**src/rtl/exc_entry_pkg.sv**
```systemverilog
package exc_entry_pkg;
  localparam int CAUSE_N = 8;
  localparam int CAUSE_W = $clog2(CAUSE_N);
  localparam int VEC_SHIFT = 5;
  localparam int IRQ_IDX = 6;

  localparam int IE_BIT  = 0;
  localparam int EIE_BIT = 1;
  localparam int BIE_BIT = 2;
  localparam int IEREG_W = 3;

  typedef enum logic [CAUSE_W-1:0] {
    C_RESET   = 3'd0,
    C_BREAK   = 3'd1,
    C_IBUS    = 3'd2,
    C_WATCH   = 3'd3,
    C_DBUS    = 3'd4,
    C_DIV0    = 3'd5,
    C_IRQ     = 3'd6,
    C_SYSCALL = 3'd7
  } cause_e;

  typedef enum logic [1:0] {
    K_RESET  = 2'd0,
    K_NORMAL = 2'd1,
    K_DEBUG  = 2'd2
  } kind_e;

  function automatic kind_e kind_of(input logic [CAUSE_W-1:0] c);
    case (cause_e'(c))
      C_RESET:          kind_of = K_RESET;
      C_BREAK, C_WATCH: kind_of = K_DEBUG;
      default:          kind_of = K_NORMAL;
    endcase
  endfunction
endpackage

```
**src/rtl/exc_cause_arb.sv**
```systemverilog
module exc_cause_arb #(
  parameter int N   = 8,
  parameter int IRQ = 6,
  localparam int W  = $clog2(N)
) (
  input  logic [N-1:0] pend,
  input  logic         irq_en,
  output logic         any,
  output logic [W-1:0] idx
);
  logic [N-1:0] live;
  logic [N:0]   seen;
  logic [N-1:0] grant;

  assign seen[0] = 1'b0;

  for (genvar i = 0; i < N; i++) begin : g_chain
    if (i == IRQ) begin : g_irq
      assign live[i] = pend[i] & irq_en;
    end else begin : g_plain
      assign live[i] = pend[i];
    end
    assign grant[i]  = live[i] & ~seen[i];
    assign seen[i+1] = seen[i] | live[i];
  end

  assign any = seen[N];

  always_comb begin
    idx = '0;
    for (int i = 0; i < N; i++) begin
      if (grant[i]) idx = idx | W'(i);
    end
  end
endmodule

```
**src/rtl/exc_vector_gen.sv**
```systemverilog
module exc_vector_gen #(
  parameter int XLEN  = 32,
  parameter int CW    = 3,
  parameter int SHIFT = 5
) (
  input  logic [CW-1:0]   cause,
  input  logic            is_debug,
  input  logic            remap,
  input  logic [XLEN-1:0] base_n,
  input  logic [XLEN-1:0] base_d,
  output logic [XLEN-1:0] vec
);
  logic [XLEN-1:0] base;
  logic [XLEN-1:0] offs;

  assign base = (is_debug || remap) ? base_d : base_n;
  assign offs = XLEN'(cause) << SHIFT;
  assign vec  = base + offs;
endmodule

```
**src/rtl/exc_ie_update.sv**
```systemverilog
module exc_ie_update
  import exc_entry_pkg::*;
(
  input  kind_e              kind,
  input  logic [IEREG_W-1:0] ie_cur,
  output logic [IEREG_W-1:0] ie_new,
  output logic               to_ea,
  output logic               to_ba
);
  always_comb begin
    ie_new = ie_cur;
    to_ea  = 1'b0;
    to_ba  = 1'b0;
    ie_new[IE_BIT] = 1'b0;
    case (kind)
      K_RESET: begin
        ie_new = '0;
      end
      K_DEBUG: begin
        to_ba = 1'b1;
        ie_new[BIE_BIT] = ie_cur[BIE_BIT] | ie_cur[IE_BIT];
      end
      default: begin
        to_ea = 1'b1;
        ie_new[EIE_BIT] = ie_cur[EIE_BIT] | ie_cur[IE_BIT];
      end
    endcase
  end
endmodule

```
**src/rtl/exc_entry_ctrl.sv**
```systemverilog
module exc_entry_ctrl
  import exc_entry_pkg::*;
#(
  parameter int XLEN = 32
) (
  input  logic                clk,
  input  logic                rst_n,
  input  logic                req_valid,
  output logic                req_ready,
  input  logic [CAUSE_N-1:0]  req_pend,
  input  logic [XLEN-1:0]     req_pc,
  input  logic [IEREG_W-1:0]  req_ie,
  input  logic [XLEN-1:0]     norm_base,
  input  logic [XLEN-1:0]     dbg_base,
  input  logic                dbg_remap,
  output logic                redir_valid,
  input  logic                redir_ready,
  output logic [XLEN-1:0]     redir_pc,
  output logic                save_ea,
  output logic                save_ba,
  output logic [XLEN-1:0]     save_pc,
  output logic [IEREG_W-1:0]  ie_next
);
  logic               sel_any;
  logic [CAUSE_W-1:0] sel_idx;
  kind_e              sel_kind;
  logic [XLEN-1:0]    sel_vec;
  logic [IEREG_W-1:0] sel_ie;
  logic               sel_ea;
  logic               sel_ba;
  logic               take;
  logic               load;

  exc_cause_arb #(.N(CAUSE_N), .IRQ(IRQ_IDX)) u_arb (
    .pend   (req_pend),
    .irq_en (req_ie[IE_BIT]),
    .any    (sel_any),
    .idx    (sel_idx)
  );

  assign sel_kind = kind_of(sel_idx);

  exc_vector_gen #(.XLEN(XLEN), .CW(CAUSE_W), .SHIFT(VEC_SHIFT)) u_vec (
    .cause    (sel_idx),
    .is_debug (sel_kind == K_DEBUG),
    .remap    (dbg_remap),
    .base_n   (norm_base),
    .base_d   (dbg_base),
    .vec      (sel_vec)
  );

  exc_ie_update u_ie (
    .kind   (sel_kind),
    .ie_cur (req_ie),
    .ie_new (sel_ie),
    .to_ea  (sel_ea),
    .to_ba  (sel_ba)
  );

  assign req_ready = !redir_valid || redir_ready;
  assign take      = req_valid && req_ready;
  assign load      = take && sel_any;

  logic               r_valid;
  logic [XLEN-1:0]    r_vec;
  logic               r_ea;
  logic               r_ba;
  logic [XLEN-1:0]    r_pc;
  logic [IEREG_W-1:0] r_ie;

  always_ff @(posedge clk) begin
    if (!rst_n) begin
      r_valid <= 1'b0;
      r_vec   <= '0;
      r_ea    <= 1'b0;
      r_ba    <= 1'b0;
      r_pc    <= '0;
      r_ie    <= '0;
    end else begin
      if (load) begin
        r_valid <= 1'b1;
        r_vec   <= sel_vec;
        r_ea    <= sel_ea;
        r_ba    <= sel_ba;
        r_pc    <= req_pc;
        r_ie    <= sel_ie;
      end else if (redir_ready) begin
        r_valid <= 1'b0;
      end
    end
  end

  assign redir_valid = r_valid;
  assign redir_pc    = r_vec;
  assign save_ea     = r_valid & r_ea;
  assign save_ba     = r_valid & r_ba;
  assign save_pc     = r_pc;
  assign ie_next     = r_ie;
endmodule

```
**config.mk**
```make
export PLATFORM = sky130hd
export DESIGN_NAME = exc_entry_ctrl
export DESIGN_NICKNAME = d
export VERILOG_FILES = /design/src/rtl/exc_entry_pkg.sv /design/src/rtl/exc_cause_arb.sv /design/src/rtl/exc_vector_gen.sv /design/src/rtl/exc_ie_update.sv /design/src/rtl/exc_entry_ctrl.sv
export SDC_FILE = /design/constraint.sdc
export NUM_CORES = 1
export LEC_CHECK = 0
export BUFFER_PORTS_ARGS = -buffer_cell sky130_fd_sc_hd__buf_2
export CAP_MARGIN = 10
export CORE_UTILIZATION = 48
export DETAILED_ROUTE_END_ITERATION = 10
export PLACE_DENSITY = 0.85
export SLEW_MARGIN = 20
export SYNTH_ARGS = -nofsm -noshare
export SYNTH_HDL_FRONTEND = slang
export SYNTH_SLANG_ARGS = --single-unit
```
**constraint.sdc**
```tcl
create_clock -name clk -period 3.6 [get_ports clk]
set_clock_uncertainty 0.05 [all_clocks]
set_input_delay 0.54 -clock clk [delete_from_list [all_inputs] [get_ports clk]]
set_output_delay 0.54 -clock clk [all_outputs]
set_load 0.02 [all_outputs]
```
[Word level (Yosys, flattened, before mapping)]
Index checks and enable logic that the tools add are counted.
Cells by class
  add/sub/neg operators: 1
  equality and inequality tests: 3
  mux-type cells: 15
  bitwise operators: 26
  reductions and logical operators: 10
Operators by type and width (count)
  $add A32 B8 Y32: 1
  $mux W32: 1
  $mux W3: 4
  $and A1 B1 Y1: 10
  $or A1 B1 Y1: 9
  $not A1 Y1: 7
  $mux W1: 5
  $mux W2: 2
  $pmux W1 S2: 2
  $pmux W2 S2: 1
  $reduce_or A2 Y1: 2
  $eq A3 B1 Y1 const B: 1
  $eq A3 B2 Y1 const B: 1
  $logic_not A3 Y1: 1
  $eq A2 B2 Y1 const B: 1
  $logic_and A1 B1 Y1: 2
  $logic_not A2 Y1: 1
  $logic_or A1 B1 Y1: 2
  $reduce_bool A2 Y1: 1
  $logic_not A1 Y1: 1
Storage, ports and cells
  register bits: 69
  input bits: 112
  output and inout bits: 71
  word-level logic and storage cells: 61

[Depth between registers and ports, before layout]
Gate-level depths: netlist of the first run.
  word-level depth: 16
  depth in mapped cells: 12
  mapped depth without buffers: 10

[Hierarchy]
From an unflattened synthesis of the first run, not the netlist that was laid out.
Second synthesis, totals
  cell total of the unflattened synthesis: 500
  area total of the unflattened synthesis: 4189.0 sq um
By module, submodules not included
  exc_entry_ctrl: instances 1, cells an instance 309, area an instance 2806.4 sq um, sequential area each 1401.3 sq um
  exc_vector_gen: instances 1, cells an instance 168, area an instance 1236.2 sq um, sequential area each 0.0 sq um
  exc_cause_arb: instances 1, cells an instance 13, area an instance 91.3 sq um, sequential area each 0.0 sq um
  exc_ie_update: instances 1, cells an instance 10, area an instance 55.1 sq um, sequential area each 0.0 sq um

[Least setup slack after synthesis of the first run]
No wires, ideal clock.
  path kind: input to register
  start point: input req_pend[0]
  end point: register r_vec[20], in the netlist redir_pc[20]
  library setup time: 0.122 ns
  data arrival time: 3.039 ns
  required time: 3.428 ns
  path slack: 0.389 ns
  stages on the path: 12
  buffers on the path: 3
  path through: or3b_1 nand3_1 buf_2 buf_2 nand2_1 nand2_1 ha_1 a21o_1 o21ai_2 buf_6 o311a_1 a311o_1
On the way
  word-level cells in the longest chain between the ends: 16
  elaborated cells between the ends (all ways): 38
  those cells by class: 1 x add/sub; 3 x eq/ne; 9 x mux; 21 x bitwise; 4 x reduce/logical
RTL lines
  start: declaration: RTL line exc_entry_ctrl.sv:10  | input logic [CAUSE_N-1:0] req_pend,
  $not A1 Y1 / $or A1 B1 Y1 (equally long branches): RTL line exc_cause_arb.sv:23, exc_cause_arb.sv:24
  $and A1 B1 Y1 (tied with other cells): RTL line exc_cause_arb.sv:23  | assign grant[i] = live[i] & ~seen[i];
  $mux W1 (tied with other cells): RTL line exc_cause_arb.sv:32  | if (grant[i]) idx = idx | W'(i);
  $mux W2 (tied with other cells) (2 in a row): RTL line exc_cause_arb.sv:32
  $mux W3 (tied with other cells) (2 in a row): RTL line exc_cause_arb.sv:32
  $mux W3 / $and A1 B1 Y1 (equally long branches): RTL line exc_cause_arb.sv:32, exc_cause_arb.sv:23
  $mux W3: RTL line exc_cause_arb.sv:32
  $eq A3 B1 Y1 / $eq A3 B2 Y1 (equally long branches): RTL line exc_entry_pkg.sv:30  | case (cause_e'(c))
  $reduce_or A2 Y1: RTL line exc_entry_pkg.sv:30
  $pmux W2 S2: RTL line exc_entry_pkg.sv:30
  $eq A2 B2 Y1: RTL line exc_entry_ctrl.sv:45  | .is_debug (sel_kind == K_DEBUG),
  $logic_or A1 B1 Y1: RTL line exc_vector_gen.sv:16  | assign base = (is_debug || remap) ? base_d : base_n;
  $mux W32: RTL line exc_vector_gen.sv:16
  $add A32 B8 Y32: RTL line exc_vector_gen.sv:18  | assign vec = base + offs;
  end signal: assignment: RTL line exc_entry_ctrl.sv:82  | r_vec <= sel_vec;
  end: declaration: RTL line exc_entry_ctrl.sv:65  | logic [XLEN-1:0] r_vec;
Several ways; a longest one is shown, not always the timed one.
A chain may end at the register's enable or synchronous reset.

[Final worst setup path of the first run]
  start point: input req_pend[0]
  end point: register r_vec[31], in the netlist redir_pc[31]
The elaborated chain is that of the path after synthesis.

==> impl_results.md, run 1 <==
- Max-slew violations: 0
- Fill count: 685
- WP buf/inv: 2
- Synth Area in Adders: 1.123%
- Total GRT Usage: between 20% and 30%
- Critical path class: input pin to flop
- Synth Instances: 524
- Antenna cells: 0
- Initial Util: 50.84%
- Switching share of power: 31.96%
- WP depth: 11
- Final setup vio count: 0
- Share of the synthesized area in the top cell type: 34.45%
- DRT Pass-1 Iters: 8
- TritonCTS clock tree: yes
- Area grow syn2layout: 30.17%
- Sequential share of power: 40.6%
- Final Util: 66.18%
- CP Cell Sequence: buf_2, nor3b_1, nor3_2, nand2_1, nand2_1, ha_1, fa_1, o21ai_1, buf_4, nor3_1, a311o_1
- Clock group share of total power: 35.7%
- Largest net degree at the start of global routing: between 50 and 60
- Via density: approximately 5.9
- Fin nets: 803
- Leakage: about 2.4 nW
- Synth Area in Compound Gates: 22.18%
- Number of max-cap violations: 0
- First-pass GRT wire length: 19950 um
- Total gr overflow: 0
- Initial antenna violation count: 0
- Largest cells by area after synthesis: dfxtp_1, nand2_1, mux2i_1, a21oi_1, nand3_1
- Hold depth: 3
- Synth area leader: dfxtp_1
- DRC viols: 0
- WL final: 12860 um
- Ys async rst share: 0%
- Worst slew margin: 45.52%
- Pwr dens: ~400 nW/um^2
- EDFF count, synth: 0
- Simple-gate portion of the synthesized area: 28.27%
- Mux cell area share after synthesis: 8.081%
- Internal power: approximately 0.0014 W
- Main combinational cell family by area after synthesis: simple AND/OR/NAND/NOR gates
- Setup Fix Bufs, Post-CTS: 0
- Syn avg cell area: 7.653 um^2
- Clk pin slew, worst setup/hold paths: 0.09 ns
- Combinational share of power: 23.7%
- Req. time, crit path: 3.80 ns
- Syn nets: ~640
- Die width: 93.40 um
- Cts hold-fix bufs: 0
- Max incr delay on CP: ~0.51 ns
- Final min period: around 2.8 ns
- Startpoint types: input pin
- Crit end category: flop
- Hold Fails Final Rpt: 0
- Clock sink total: 69
- Netlist cell types: between 60 and 70
- Post-cts resize count: 0
- Slowest CP cell: nor3b_1
- #FFs+latches synth: 69
- Worst path most repeated cell: nand2_1
- Core area: 7888 um^2
- DR WL/cell: 16.18 um
- Die area: 8724 um^2
- CP delay by family, top: simple AND/OR/NAND/NOR gates
- Antenna Nets Post-Route: 0
- Max VDD drop: about 270 uV
- Worst slew pin tran: 0.8156 ns
- H-tree depth: 3
- Register area share after synthesis: between 30% and 40%
- Mapped Area: 4010 um^2
- Vias in the first global route: between 4000 and 5000
- Worst hold path type: input pin to flop
- Dpl hpwl: between 9000 and 10000 um
- Max Fclk: roughly 350 MHz
- Worst skew pair latency: 0.36 ns
- Total CTS buffers: 9
- Total number of vias: 4716
- Final TNS setup: 0 ns
- Port Buf Inserts: 181
- Vert. Die Dim: between 90 and 100 um
- Maximum clock insertion buffer count: 2
- Most frequent cells after synthesis: nand2_1, dfxtp_1, a21oi_1, nand3_1, mux2i_1
- Post-synthesis xor/xnor area fraction: 0.8736%
- Number of I/O pins: 183
- Top_reg_cell synth: dfxtp_1
- Crit path DAT: 3.03 ns
- Period utilization: 78.67%
- Sw Pwr: 0.0006643 W
- Share of cells above drive strength 1: 32.47%
- Crit path max fanout: 15
- Synthesis warning total: 0
- FF-to-FF path depth: 6
- Status: finished, final reports clean
- RD Place Congestion: 0.8979
- Dominant cell by count in the synthesized netlist: nand2_1
- Root Buffer: clkbuf_8
- Row Count: 32
- Unrepaired setup endpoints after global routing: false
- Initial DRC count: 289
cells in the final DEF (no fill, tap or decap), drive strengths merged, types with 3 or more instances in the layout:
cell type / count
a211o: 3
a211oi: 4
a21oi: 47
a311o: 5
a311oi: 7
a31oi: 6
and3: 5
buf: 192
clkbuf: 10
dfxtp: 69
inv: 5
mux2: 3
mux2i: 29
nand2: 118
nand2b: 3
nand3: 47
nand4: 6
nor2: 20
nor2b: 3
nor3: 24
nor4: 4
o2111ai: 7
o211ai: 7
o21a: 3
o21ai: 10
o311ai: 5
o31ai: 4
or3: 3
or4: 5
xnor2: 3
cell type report:
class                   instances  area (um^2)  share of cell area (%)
clock buffers                  10        137.6                   2.637
clock inverters                 6        93.84                   1.798
inverters                       4        15.01                  0.2876
multi-input cells             412         2451                   46.96
flip-flops and latches         69         1381                   26.46
well taps                     102        127.6                   2.445
repair buffers                192         1013                   19.42
kinds of logic (layout without fill, tap and decap cells):
group,after synthesis,after routing
adders and majority gates,3,3
xor gates and xnor gates,4,4
DFF,69,69
other,1,1
and+or+nand+nor,246,246
muxes,32,32
buffers and inverters,43,212
AOI/OAI and AO/OA,126,126
sequential cells by signal (all words and copies together) (netlist names):
register,flops
ie_next,2
r_ba,1
r_ea,1
redir_pc,32
redir_valid,1
save_pc,32
power by group through the flow:
stage	Combinational (W)	Clock [W]	Sequential, W
after floorplan	0.000232	0	0.000922
after global placement	0.000468	0	0.000859
after detailed placement	0.000484	0	0.000861
after CTS	0.000486	0.000751	0.000844
after global routing	0.000535	0.000783	0.000850
final	0.000492	0.000742	0.000844
path summary, 6_finish.rpt:
path             endpoint  slack, ns         from
max          redir_pc[31]       0.77  req_pend[0]
min           save_pc[17]       0.37   req_pc[17]
max reg2reg   redir_pc[0]       1.59  redir_valid
min reg2reg   save_pc[17]       0.40  save_pc[17]
worst register-to-register path: cells and delay by family, from the launching register on:
family	cells	cell delay, ns
buffers and inverters	2	0.58
AOI/OAI and AO/OA	1	0.26
DFF	1	0.34
and+or+nand+nor	3	0.69
layer usage:
layer	global-route usage, %	vias to the layer above	routed length [um]
met3	9.187	45	1354
met1	33.73	2133	5030
li1	-	2249	-
met5	0	-	0
met2	48.90	289	6071
met4	12.56	0	405
stage by stage:
| stage | instances | total power, W | setup slack [ns] | hold slack, ns | cell area (um^2) |
|---|---|---|---|---|---|
| 2_1_floorplan | 524 | 0.001154 | 0.3890 | 0.3817 | 4010 |
| 3_3_place_gp | 778 | 0.001327 | 0.5147 | 0.3884 | 4969 |
| 3_5_place_dp | 778 | 0.001345 | 0.3876 | 0.3934 | 4969 |
| 4_1_cts | 794 | 0.002080 | 0.7678 | 0.3594 | 5200 |
| 5_1_grt | 795 | 0.002168 | 0.5857 | 0.3636 | 5220 |
| 6_report | 795 | 0.002079 | 0.7680 | 0.3667 | 5220 |
(Power assumes the default switching activity.)
==> inputs of run 2 (changes only) <==
- clock period: 3.6 -> 2.9 ns (I/O delays scaled with it)
==> impl_results.md, run 2 (synthesis results as in run 1) <==
- TritonCTS clock tree: yes
- Total GRT Usage: 29.97% (+0.94 points)
- Crit end category: flop
- Die width: 93.40 um (unchanged)
- Maximum clock insertion buffer count: 2 (unchanged)
- Combinational share of power: 23.3% (-0.4 points)
- Cts hold-fix bufs: 0 (unchanged)
- Period utilization: 89.25%
- Placed instance count: 794 (+2.1%)
- Vias in the first global route: 4514 (+5.9%)
- Total CTS buffers: 9 (unchanged)
- Slowest CP cell: a211oi_1
- Final Non-Filler Cells: 810 (+1.9%)
- Sequential cell area: 1381 um^2 (unchanged)
- Initial Util: 50.84% (unchanged)
- RD Place Congestion: 0.9169 (+2.1%)
- CP delay by family, top: compound AO/OA/AOI/OAI gates
- Number of I/O pins: 183 (unchanged)
- Met2 wire length: 6317 um (+4.1%)
- Initial antenna violation count: 0 (unchanged)
- Row Count: 32 (unchanged)
- Final Util: 68.05% (+1.9 points)
- Worst slew margin: 41.56% (-4.0 points)
- Worst skew pair latency: 0.34 ns (-0.02 ns)
- WL met1: 5266 um (+4.7%)
- Fin nets: 818 (+1.9%)
- Share of cells above drive strength 1: 33.90% (+1.4 points)
- Die area: 8724 um^2 (unchanged)
- Total gr overflow: 0 (unchanged)
- Area grow syn2layout: 33.85%
- Post-cts resize count: 0 (unchanged)
- Top routing layer used: met4
- Leakage: 2.487 nW (+4.0%)
- Vert. Die Dim: 93.40 um (unchanged)
- Final TNS setup: 0 ns (unchanged)
- Internal power: 0.001918 W (+36%)
- Sw Pwr: 0.0008053 W (+21%)
- Root Buffer: clkbuf_8
- Initial DRC count: 354 (+22%)
- Max incr delay on CP: 0.51 ns (about the same)
- Max Fclk: 386.4 MHz
- Crit path max fanout: 11 (-4)
- Crit path DAT: 2.77 ns (-0.26 ns)
- Clk pin slew, worst setup/hold paths: 0.08 ns (about the same)
- DR WL/cell: 16.20 um (+0.15%)
- Antenna cells: 0 (unchanged)
- Total number of vias: 4784 (+1.4%)
- Max VDD drop: 312.7 uV (+14%)
- Area occupied by multi-input gates: 2456 um^2 (+0.20%)
- Sequential share of power: 38.5% (-2.1 points)
- Final setup vio count: 0 (unchanged)
- Worst hold path type: input pin to flop
- Setup Fix Bufs, Post-CTS: 0 (unchanged)
- Core area: 7888 um^2 (unchanged)
- WL met3: 1300 um (-4.0%)
- Antenna Nets Post-Route: 0 (unchanged)
- H-tree depth: 3 (unchanged)
- Hold Fails Final Rpt: 0 (unchanged)
- Req. time, crit path: 3.09 ns (-0.71 ns)
- Critical path class: input pin to flop
- Clock sink total: 69 (unchanged)
- Unrepaired setup endpoints after global routing: false
- Status: finished, final reports clean
- Pwr dens: 507.3 nW/um^2 (+27%)
- Max-slew violations: 0 (unchanged)
- DRT Pass-1 Iters: 5 (-3)
- WL final: 13120 um (+2.0%)
- Port Buf Inserts: 181 (unchanged)
- WP buf/inv: 1 (-1)
- CP Cell Sequence: buf_2, nor2_1, a311oi_1, a211oi_1, ha_1, a21o_1, o21ai_2, nor4_1, a311o_1
- Startpoint types: input pin
- Largest net degree at the start of global routing: 46 (-9.8%)
- Most common cell after layout, fill and taps aside: buf_2
- Fill count: 670 (-2.2%)
- Most frequent cells in the layout: buf_2, nand2_1, dfxtp_1, a21oi_1, nand3_1
- Number of max-cap violations: 0 (unchanged)
- DRC viols: 0 (unchanged)
- Dpl hpwl: 9818 um (+4.0%)
- Final min period: 2.588 ns
- Switching share of power: 29.57% (-2.4 points)
- First-pass GRT wire length: 20950 um (+5.0%)
- Clock group share of total power: 38.2% (+2.5 points)
- Via density: 5.906 (-0.44%)
- Worst slew pin tran: 0.8748 ns (+0.05917 ns)
[run 2: final timing paths]
path / startpoint / endpoint / slack (ns) / cells after the start
max reg2reg: redir_valid / redir_pc[0] / 0.74 / 5
min reg2reg: save_pc[16] / save_pc[16] / 0.41 / 2
max: req_pend[4] / redir_pc[20] / 0.31 / 9
min: req_pc[7] / save_pc[7] / 0.26 / 3
[run 2: final cells by class]
| class | instances | share of cell area [%] |
|---|---|---|
| repair buffers | 207 | 20.98 |
| multi-input cells | 412 | 45.76 |
| flip-flops and latches | 69 | 25.73 |
| clock inverters | 6 | 2.494 |
| well taps | 102 | 2.378 |
| inverters | 4 | 0.2797 |
| clock buffers | 10 | 2.378 |
[run 2: power by group through the flow]
stage	clock, W	sequential (W)	combinational, W
finish	0.00104	0.00105	0.000635
global route	0.00110	0.00105	0.000689
CTS	0.00105	0.00105	0.000629
detailed placement	0	0.00107	0.000625
global placement	0	0.00107	0.000608
floorplan	0	0.00114	0.000292
[run 2: worst register-to-register path: stages, from the launching register on]
cell and delay, ns:
dfxtp_1 0.34, nand2b_1 0.17, nor2b_4 0.76, buf_4 0.43, nor2_1 0.08, a311oi_1 0.25
[run 2: stage by stage]
stage                     cell area (um^2)  hold slack, ns  setup slack (ns)  power, W
after floorplan                       4031          0.3817           0.02218  0.001436
after CTS                             5368          0.2513            0.3380  0.002728
after global placement                5106          0.3889           0.07882  0.001674
after global routing                  5368          0.2594            0.1568  0.002842
after detailed placement              5106          0.3951           0.01974  0.001694
final                                 5368          0.2637            0.3119  0.002723
[run 2: routing by layer]
metal	vias up	GRT usage, %
li1	2272	-
met2	281	51.78
met5	-	0
met3	27	6.341
met1	2204	36.91
met4	0	9.872
